--- config.mk ---
export PLATFORM = sky130hd
export DESIGN_NAME = wavegen
export DESIGN_NICKNAME = d
export VERILOG_FILES = /design/src/rtl/wavegen.sv
export SDC_FILE = /design/constraint.sdc
export NUM_CORES = 1
export LEC_CHECK = 0
export BUFFER_PORTS_ARGS = -buffer_cell sky130_fd_sc_hd__buf_2
export CAP_MARGIN = 20
export CELL_PAD_IN_SITES_DETAIL_PLACEMENT = 1
export CELL_PAD_IN_SITES_GLOBAL_PLACEMENT = 1
export CORE_ASPECT_RATIO = 0.75
export CORE_MARGIN = 4
export CORE_UTILIZATION = 30
export DETAILED_ROUTE_END_ITERATION = 10
export PLACE_DENSITY = 0.7
export SETUP_SLACK_MARGIN = 0.5
export SLEW_MARGIN = 0
export SYNTH_ARGS = -nofsm -noshare
export SYNTH_HDL_FRONTEND = slang
export SYNTH_SLANG_ARGS = --single-unit
export TNS_END_PERCENT = 50
--- constraint.sdc ---
create_clock -name clk -period 7.4 [get_ports clk]
set_input_delay 1.48 -clock clk [delete_from_list [all_inputs] [get_ports clk]]
set_output_delay 1.48 -clock clk [all_outputs]
set_load 0.05 [all_outputs]
--- src/rtl/wavegen.sv ---
module wavegen #(
  parameter int CW = 12,
  parameter int SW = 4
) (
  input  logic          clk,
  input  logic          rst_n,
  input  logic          tick,
  input  logic [2:0]    shape_sel,
  input  logic [2:0]    step_sel,
  input  logic [SW-1:0] period_sel,
  input  logic [CW-1:0] lo_code,
  input  logic [CW-1:0] hi_code,
  input  logic          run_bit,
  input  logic          gpio_in,
  input  logic          gpio_en,
  output logic [CW-1:0] code,
  output logic          running
);

  localparam logic [2:0] SH_TRI = 3'b000;
  localparam logic [2:0] SH_SAW = 3'b001;
  localparam logic [2:0] SH_INV = 3'b010;

  logic          run_q, dir_dn, rb_q, gp_q;
  logic [SW-1:0] tcnt;
  logic [CW-1:0] code_q;
  logic [CW:0]   stp, up_sum, lo_plus;
  logic [CW-1:0] up_val, dn_val, nxt;
  logic          shape_ok, start_evt, stop_evt, go, stop_wins, step_now, tick_due;

  assign shape_ok  = (shape_sel == SH_TRI) || (shape_sel == SH_SAW) || (shape_sel == SH_INV);
  assign start_evt = (run_bit & ~rb_q) | (gpio_en & gpio_in & ~gp_q);
  assign stop_evt  = (~run_bit & rb_q) | (gpio_en & ~gpio_in & gp_q);
  assign go        = start_evt & ~stop_evt;
  assign stop_wins = stop_evt;
  assign tick_due  = tick && (tcnt == period_sel);
  assign step_now  = run_q && shape_ok && tick_due && !start_evt && !stop_evt;

  always_comb begin
    case (step_sel)
      3'd0:    stp = (CW+1)'(1);
      3'd1:    stp = (CW+1)'(2);
      3'd2:    stp = (CW+1)'(3);
      3'd3:    stp = (CW+1)'(4);
      3'd4:    stp = (CW+1)'(6);
      3'd5:    stp = (CW+1)'(8);
      3'd6:    stp = (CW+1)'(16);
      default: stp = (CW+1)'(32);
    endcase
  end

  assign up_sum  = {1'b0, code_q} + stp;
  assign lo_plus = {1'b0, lo_code} + stp;
  assign up_val  = (up_sum >= {1'b0, hi_code}) ? hi_code : up_sum[CW-1:0];
  assign dn_val  = ({1'b0, code_q} <= lo_plus) ? lo_code : (code_q - stp[CW-1:0]);

  always_comb begin
    case (shape_sel)
      SH_TRI:  nxt = dir_dn ? dn_val : up_val;
      SH_SAW:  nxt = (code_q >= hi_code) ? lo_code : up_val;
      SH_INV:  nxt = (code_q <= lo_code) ? hi_code : dn_val;
      default: nxt = code_q;
    endcase
  end

  always_ff @(posedge clk or negedge rst_n) begin
    if (!rst_n) begin
      rb_q <= 1'b0;
      gp_q <= 1'b0;
    end else begin
      rb_q <= run_bit;
      gp_q <= gpio_in;
    end
  end

  always_ff @(posedge clk or negedge rst_n) begin
    if (!rst_n) begin
      run_q  <= 1'b0;
      dir_dn <= 1'b0;
      tcnt   <= '0;
      code_q <= '0;
    end else if (stop_wins) begin
      run_q <= 1'b0;
    end else if (go) begin
      run_q  <= 1'b1;
      dir_dn <= 1'b0;
      tcnt   <= '0;
      if (shape_ok)
        code_q <= (shape_sel == SH_INV) ? hi_code : lo_code;
    end else if (run_q && shape_ok && tick) begin
      tcnt <= tick_due ? '0 : tcnt + 1'b1;
      if (step_now) begin
        code_q <= nxt;
        if (shape_sel == SH_TRI) begin
          if (!dir_dn && up_val == hi_code) dir_dn <= 1'b1;
          if (dir_dn && dn_val == lo_code)  dir_dn <= 1'b0;
        end
      end
    end
  end

  assign code    = code_q;
  assign running = run_q & shape_ok;

endmodule

==> results of run 1 <==
-- cell families (layout without fill, tap and decap cells) --
family                   Yosys count  after routing  synth area share, %
XOR/XNOR                          47             47                 9.40
AND/OR/NAND/NOR                  212            212                 22.4
flip-flops                        20             20                 10.4
multiplexers                       9              9                 1.92
buffers and inverters             73            106                 5.90
AO/OA/AOI/OAI                    214            214                 31.0
adder cells (fa/ha/maj)           71             71                 18.9
-- worst paths after layout --
kind | startpoint | to | slack, ps | cells past startpoint
max | step_sel[1] | code[3]$_DFFE_PN0P_ | 850 | 18
min | run_q$_DFFE_PN0P_ | run_q$_DFFE_PN0P_ | 550 | 2
min in group asynchronous | rst_n | code[9]$_DFFE_PN0P_ | 1200 | 1
max in group asynchronous | rst_n | code[2]$_DFFE_PN0P_ | 5820 | 1
max reg2reg | code[3]$_DFFE_PN0P_ | code[3]$_DFFE_PN0P_ | 2400 | 15
min reg2reg | run_q$_DFFE_PN0P_ | run_q$_DFFE_PN0P_ | 550 | 2
-- worst max-delay path: stages --
cell and delay (ps):
buf_2 130, xor2_1 160, o21ai_0 550, inv_1 210, ha_1 250, o311a_2 470
o211ai_1 520, nor2_1 130, xnor2_1 390, inv_1 90, ha_1 290, nand3_1 120
a21oi_1 300, o21a_1 270, nor2_2 150, nor3_1 770, o21ai_0 240, a31oi_1 200
-- cells in the mapped netlist, drive strengths merged, types with 3 or more instances --
library cell	count
o311ai	3
xnor3	3
and3	6
xnor2	33
a221oi	10
dfrtp	20
mux2i	7
o21a	7
nor2b	11
inv	44
o21bai	4
ha	67
fa	3
buf	5
nor2	38
o211ai	17
o221ai	3
or2	6
nand2	50
nand4	15
o2111ai	18
nand2b	12
a2111oi	5
and2	5
xor2	11
a31oi	15
nand3	24
clkbuf	24
o21ai	44
or4	4
a211oi	6
nor4	5
a22oi	3
or3	7
nor3	24
a21oi	42
a21o	10
o31a	3
-- where the power goes --
group | internal (W) | total, W | switching (W)
sequential | 0.000147 | 0.000268 | 0.000122
combinational | 0.000611 | 0.00177 | 0.00116
clock | 0.0000830 | 0.000137 | 0.0000540
-- cell type report --
type                       count  area share [%]
tap                          205            4.79
multi-input combinational    553            75.4
inverter                      44            3.09
timing repair buffer          58            5.70
clock buffer                   4            1.66
sequential                    20            9.35
-- stage by stage --
stage	cell area [um^2]	hold slack, ps	utilization, %	power [W]	worst slack [ps]
6_report	5350	553	34.6	0.00218	855
5_1_grt	5350	578	34.6	0.00233	507
4_1_cts	5350	543	34.6	0.00213	752
3_5_place_dp	5260	524	34.0	0.00199	512
3_3_place_gp	5260	508	34.0	0.00192	855
2_1_floorplan	4820	485	-	0.00144	1950
-- layer usage --
metal  track usage, %  routed length (um)  vias to the layer above
met2             33.6                9110                      268
met5                0                   0                        -
met4             4.36                 332                        0
met3             4.37                1970                       29
met1             32.8                9650                     2733
li1                 -                   -                     2513
-- state kept, by name, summed over array words and instances (netlist names) --
name,count
code,12
dir_dn,1
gp_q,1
rb_q,1
run_q,1
tcnt,4
==> out/metrics.yaml, run 1 <==
finalNonFillerCells: 884
synth_area_leaders: "ha_1 (17%), dfrtp_1 (10%), xnor2_1 (6.0%)"
core-area_um2: 15500
cts_resized: 0
yosysTopAreaCell: "ha_1"
yosysSeqAreaShare_pct: 10.4
area_delta_synth_final_pct: 11.1
htreeDepth: 1
num_io_pins: 53
cts_setup_buffers: 0
hold_viol: 0
row_count: 39
place_inst: 880
fin_skew_ps: 5.76
antenna_found_initial: 0
grt_max_degree: 26
ys_seq_elements: 20
die_h_um: 118
grt_pass1_vias: 5592
cts_hold_buf: 0
tritoncts: "built"
outcome: "finished, final reports clean"
post-route-min-period_ps: 6550
tightest_slew_ps: 1210
globalplace.congestion: 0.915
maxCapViolations: 0
layout.nets: 790
drv_slew: 0
finalSetupViolCount: 0
root_buffer: "clkbuf_16"
clkSlewWorstSetupHoldPaths_ps: 70
worstPathMaxFanout: 10
synth-edff-count: 0
fillers: 1928
clock_path_buffers: 2
grt_overflow: 0
port-buffer-count: 52
die_x_um: 154
grt_usage_pct: 22.2
layout_commonest_cell: "ha_1"
multi_input_comb_area_um2: 4040
diodes: 0
yosys.area.top_type_share_pct: 17.4
setup_tns_ps: 0
max_freq_mhz: 153
powerDensity_nw_per_um2: 407
first_pass_iters: 5
crit_required_ps: 7590
seq_area_um2: 500
drt-initial-drc-count: 510
detailed_place_hpwl_mm: 16.7
grt_first_pass_wirelength_mm: 32.5
cp-start-kind: "primary input"
via_per_inst: 6.27
ir_drop_mv: 0.190
dieArea_um2: 18200
drt-total-wl_mm: 21.1
syn_area_um2: 4820
drt-wirelength-per-cell_um: 23.8
synth_area_per_cell_um2: 7.45
dr_total_vias: 5543
synth.yosys.warnings: 0
finalCritPeriodShare_pct: 88.4
cts.sinks: 20
ys_dominant_reg_cell: "dfrtp_1"
cp.arrival_ps: 6740
drive_gt1_share_pct: 12.2
syn_nets: 756
worst-setup-path-type: "primary input to flop"
drtAntennaViolNets: 0
layout_common_cells: "ha_1 (67), buf_2 (52), nand2_1 (50)"
worst_setup_path_end_kind: "flop"
start_util_pct: 31.1
synthCells: 646
slew_headroom_pct: 19.4
synth_cell_types: 72
rsz0062_at_grt: "false"
power_leakage_nw: 2.30
clock_latency_ps: 270
async_reset_ff_share_pct: 100
hold_path.class: "flop to flop"
cts_buffers: 3
drc: 0
(Power assumes the default switching activity.)
==> run 2: changes to the inputs <==
--- a/config.mk
+++ b/config.mk
@@ -9,7 +9,7 @@
 export CAP_MARGIN = 20
 export CELL_PAD_IN_SITES_DETAIL_PLACEMENT = 1
 export CELL_PAD_IN_SITES_GLOBAL_PLACEMENT = 1
-export CORE_ASPECT_RATIO = 0.75
+export CORE_ASPECT_RATIO = 1.75
 export CORE_MARGIN = 4
 export CORE_UTILIZATION = 30
 export DETAILED_ROUTE_END_ITERATION = 10
==> run 2 against run 1 <==
Against the previous run:
- the flow now finishes with violations (design-rule violations)
- power is 0.83% lower
- core utilization down 0.89 points
- via count fell by 0.54%
- setup slack worse by 18 ps
- first-iteration DRC count is 12% lower
- critical path depth shrank 1
- largest power group unchanged
==> out/metrics.yaml, run 2 (synthesis results as in run 1) <==
layout.nets: 787
outcome: "finished, violations left"
drt-initial-drc-count: 447
worst_setup_path_end_kind: "flop"
largest_reg_flops: 12
hold_path_depth: 2
grt_first_pass_wirelength_mm: 33.1
drc: 2
antenna_found_initial: 0
port-buffer-count: 52
r2r_start: "code[1]$_DFFE_PN0P_"
row_count: 61
slowest_delay_ps: 550
grt_pass1_vias: 6048
clkSlewWorstSetupHoldPaths_ps: 60
layout_commonest_cell: "ha_1"
dr_total_vias: 5513
violations: "design-rule violations"
drtAntennaViolNets: 0
rrSetupSlack_ps: 2410
drive_gt1_share_pct: 11.8
powerDensity_nw_per_um2: 405
cts.sinks: 20
ir_drop_mv: 0.127
cts_setup_buffers: 0
hold_slack_ps: 522
drt-wirelength-per-cell_um: 24.6
cts_buffers: 3
root_buffer: "clkbuf_16"
grt_usage_pct: 22.7
tritoncts: "built"
min_to: "run_q$_DFFE_PN0P_"
start_util_pct: 30.5
layout_common_cells: "ha_1 (67), buf_2 (52), nand2_1 (50)"
critPathMostFrequentCell: "ha_1"
area_delta_synth_final_pct: 10.6
hold_path.class: "flop to flop"
drv_slew: 0
reg2reg_depth: 14
die_h_um: 176
maxCapViolations: 0
worstPathMaxFanout: 10
die_x_um: 104
cp-start-kind: "primary input"
cpMaxStageDelayCell: "o21ai_0"
finalCritPeriodShare_pct: 88.7
finalSetupViolCount: 0
worst-setup-path-type: "primary input to flop"
rsz0062_at_grt: "true"
slew_headroom_pct: 31.3
r2r_end: "code[2]$_DFFE_PN0P_"
hold_viol: 0
path_cells: "buf_2, xor2_1, o21ai_0, inv_1, ha_1, o311a_2, o211ai_1, nor3_2, xnor2_1, ha_1, a21oi_1, o21a_1, o31ai_4, nor2_2, o21bai_2, a221oi_1, a31oi_1"
dieArea_um2: 18200
diodes: 0
power_leakage_nw: 2.30
globalplace.congestion: 0.911
via_per_inst: 6.37
grt_max_degree: 26
clock_latency_ps: 260
crit_required_ps: 7510
clock_path_buffers: 2
setup_tns_ps: 0
grt_overflow: 0
drt-total-wl_mm: 21.3
hold_start: "run_q$_DFFE_PN0P_"
cp.arrival_ps: 6680
max_freq_mhz: 152
first_pass_iters: 8
num_io_pins: 53
core-area_um2: 15800
post-route-min-period_ps: 6560
htreeDepth: 1
tightest_slew_ps: 1030
fin_skew_ps: 8.08
detailed_place_hpwl_mm: 17.4
run 2: area by class of cell:
type / count / area (um^2)
fill: 1934 / 10500
clock buffer: 3 / 75.1
multi-input combinational: 553 / 4040
inverter: 44 / 165
clock inverter: 1 / 30.0
sequential: 20 / 500
timing repair buffer: 55 / 283
tap: 189 / 236
run 2: worst max-delay path by stage:
stage                           start                   to  slack, ps
after floorplan           step_sel[1]  code[4]$_DFFE_PN0P_       1950
after global placement    step_sel[1]  code[2]$_DFFE_PN0P_        830
after detailed placement  step_sel[1]  code[4]$_DFFE_PN0P_        550
after CTS                 step_sel[1]  code[4]$_DFFE_PN0P_        790
after global routing      step_sel[1]  code[2]$_DFFE_PN0P_        440
final                     step_sel[1]  code[2]$_DFFE_PN0P_        840
run 2: repair_timing:
action	4_1_cts	5_1_grt
hold buffers	0	0
setup endpoints to repair	0	11
endpoints found under the hold margin	0	0
resized for setup	0	1
run 2: report_power, final:
group / total (W) / switching (W) / internal (W)
Combinational: 0.00171 / 0.00110 / 0.000608
Clock: 0.000153 / 0.0000457 / 0.000108
Sequential: 0.000294 / 0.000148 / 0.000146
Total: 0.00216 / 0.00130 / 0.000862
run 2: worst max-delay path, delay by kind of cell:
family | cells | cell delay, ps
XOR/XNOR | 2 | 610
AND/OR/NAND/NOR | 2 | 580
AO/OA/AOI/OAI | 9 | 2970
adder cells (fa/ha/maj) | 2 | 660
buffers and inverters | 2 | 350
run 2: metal layers:
metal | GRT usage [%] | wire length, um
met1 | 23.0 | 7730
met2 | 43.7 | 11200
met3 | 2.76 | 775
met4 | 14.3 | 1550
met5 | 0 | 0
run 2: per-stage QoR:
stage,utilization [%],std cells,area [um^2],power (W),setup slack [ps]
after detailed placement,33.0,861,5220,0.00197,554
final,33.7,865,5330,0.00216,837
after global routing,33.7,865,5330,0.00232,438
after global placement,33.0,861,5220,0.00190,827
after CTS,33.7,865,5320,0.00213,794
after floorplan,-,646,4820,0.00144,1950
==> run 3: changes to the inputs <==
--- a/config.mk
+++ b/config.mk
@@ -6,7 +6,6 @@
 export NUM_CORES = 1
 export LEC_CHECK = 0
 export BUFFER_PORTS_ARGS = -buffer_cell sky130_fd_sc_hd__buf_2
-export CAP_MARGIN = 20
 export CELL_PAD_IN_SITES_DETAIL_PLACEMENT = 1
 export CELL_PAD_IN_SITES_GLOBAL_PLACEMENT = 1
 export CORE_ASPECT_RATIO = 1.75
@@ -14,6 +13,7 @@
 export CORE_UTILIZATION = 30
 export DETAILED_ROUTE_END_ITERATION = 10
 export PLACE_DENSITY = 0.7
+export RECOVER_POWER = 100
 export SETUP_SLACK_MARGIN = 0.5
 export SLEW_MARGIN = 0
 export SYNTH_ARGS = -nofsm -noshare
==> run 3 against run 2 <==
Against the previous run:
- the run now ends clean
- via count is 0.25% higher
- critical path depth up 5
- clock skew is essentially flat
- cell count stayed put
- power is 0.36% lower
- sequential power barely moved
- global-route usage did not move
- routed wire length about the same
- critical path type unchanged
- highest routed layer unchanged
==> out/metrics.yaml, run 3 (synthesis results as in run 1) <==
die_h_um: 176
largest_reg_flops: 12
worstPathMaxFanout: 19
layout.nets: 787
dr_total_vias: 5527
first_pass_iters: 7
outcome: "finished, final reports clean"
powerDensity_nw_per_um2: 406
grt_usage_pct: 22.7
max_freq_mhz: 150
detailed_place_hpwl_mm: 17.4
cts_setup_buffers: 0
tritoncts: "built"
finalNonFillerCells: 865
cts.sinks: 20
place_inst: 861
r2r_end: "code[2]$_DFFE_PN0P_"
post-route-min-period_ps: 6650
diodes: 0
drc: 0
clock_latency_ps: 260
grt_pass1_vias: 6048
grt_first_pass_wirelength_mm: 33.1
worst-setup-path-type: "primary input to flop"
drtAntennaViolNets: 0
reg2reg_depth: 13
cp-start-kind: "primary input"
root_buffer: "clkbuf_16"
clkSlewWorstSetupHoldPaths_ps: 60
r2r_start: "code[5]$_DFFE_PN0P_"
drive_gt1_share_pct: 8.88
cts_buffers: 3
finalSetupViolCount: 0
htreeDepth: 1
row_count: 61
ir_drop_mv: 0.121
start_util_pct: 30.5
hold_start: "run_q$_DFFE_PN0P_"
die_x_um: 104
layout_common_cells: "ha_1 (67), nand2_1 (50), inv_1 (44)"
setup_tns_ps: 0
area_delta_synth_final_pct: 10.0
antenna_found_initial: 0
worst_setup_path_end_kind: "flop"
tightest_slew_ps: 1200
drt-total-wl_mm: 21.3
globalplace.congestion: 0.911
slew_headroom_pct: 19.7
core-area_um2: 15800
grt_max_degree: 26
power_leakage_nw: 2.24
rrSetupSlack_ps: 2410
num_io_pins: 53
grt_overflow: 0
rsz0062_at_grt: "true"
finalCritPeriodShare_pct: 89.9
cts_resized: 0
drt-wirelength-per-cell_um: 24.6
port-buffer-count: 52
hold_path.class: "flop to flop"
hold_slack_ps: 522
drt-initial-drc-count: 449
layout_commonest_cell: "ha_1"
crit_required_ps: 7520
hold_path_depth: 2
cts_hold_buf: 0
fin_skew_ps: 7.81
maxCapViolations: 0
drv_slew: 0
hold_viol: 0
cp.arrival_ps: 6770
dieArea_um2: 18200
via_per_inst: 6.39
clock_path_buffers: 2
min_to: "run_q$_DFFE_PN0P_"
run 3: changes by cell type in the layout (fill, tap and decap cells not counted), sizes merged:
cell    previous run  this run
buf               55        37
clkbuf             3        21
run 3: how the worst max path moves through the flow:
stage | startpoint | to | cells after the start
CTS | step_sel[1] | code[4]$_DFFE_PN0P_ | 22
detailed placement | step_sel[1] | code[4]$_DFFE_PN0P_ | 22
global route | step_sel[1] | code[4]$_DFFE_PN0P_ | 22
finish | step_sel[1] | code[4]$_DFFE_PN0P_ | 22
floorplan | step_sel[1] | code[4]$_DFFE_PN0P_ | 21
global placement | step_sel[1] | code[2]$_DFFE_PN0P_ | 18
run 3: power by group:
part	leakage [nW]	internal, W	switching, W
Sequential	0.236	0.000146	0.000149
Combinational	1.96	0.000599	0.00110
Clock	0.0511	0.000107	0.0000454
Total	2.24	0.000853	0.00130
run 3: metrics by stage:
stage               power [W]  utilization [%]  area, um^2  setup WS, ps
finish                0.00215             33.5        5300           751
global route          0.00231             33.5        5300           265
CTS                   0.00213             33.7        5320           794
detailed placement    0.00197             33.0        5220           554
global placement      0.00190             33.0        5220           827
floorplan             0.00144                -        4820          1950
run 3: final cells by class:
type	instances	area [um^2]
Timing Repair Buffer	55	260
Inverter	44	165
Clock inverter	1	30.0
Clock buffer	3	75.1
Sequential cell	20	500
Tap cell	189	236
Multi-Input combinational cell	553	4030
Fill cell	1948	10500
run 3: layer usage:
metal  global-route usage [%]  vias to the layer above  routed length, um
met1                     23.0                     2717               7650
met5                        0                        -                  0
met4                     14.3                        0               1580
met3                     2.76                       91                833
met2                     43.7                      211              11200
li1                         -                     2508                  -
run 3: critical path: stages:
cell      delay [ps]
clkbuf_1         140
xor2_1           180
o21ai_0          550
inv_1            220
ha_1             340
a21o_1           190
a21oi_1          220
o21bai_1         100
a21oi_1          240
nor2b_1           80
o21ai_0          410
nor2_1           150
xnor2_1          160
ha_1             300
nand3_1          100
nor2_1           170
o311ai_0         180
o211ai_1         140
nand3_1          690
mux2i_1          300
a221oi_1         310
a31oi_1          130
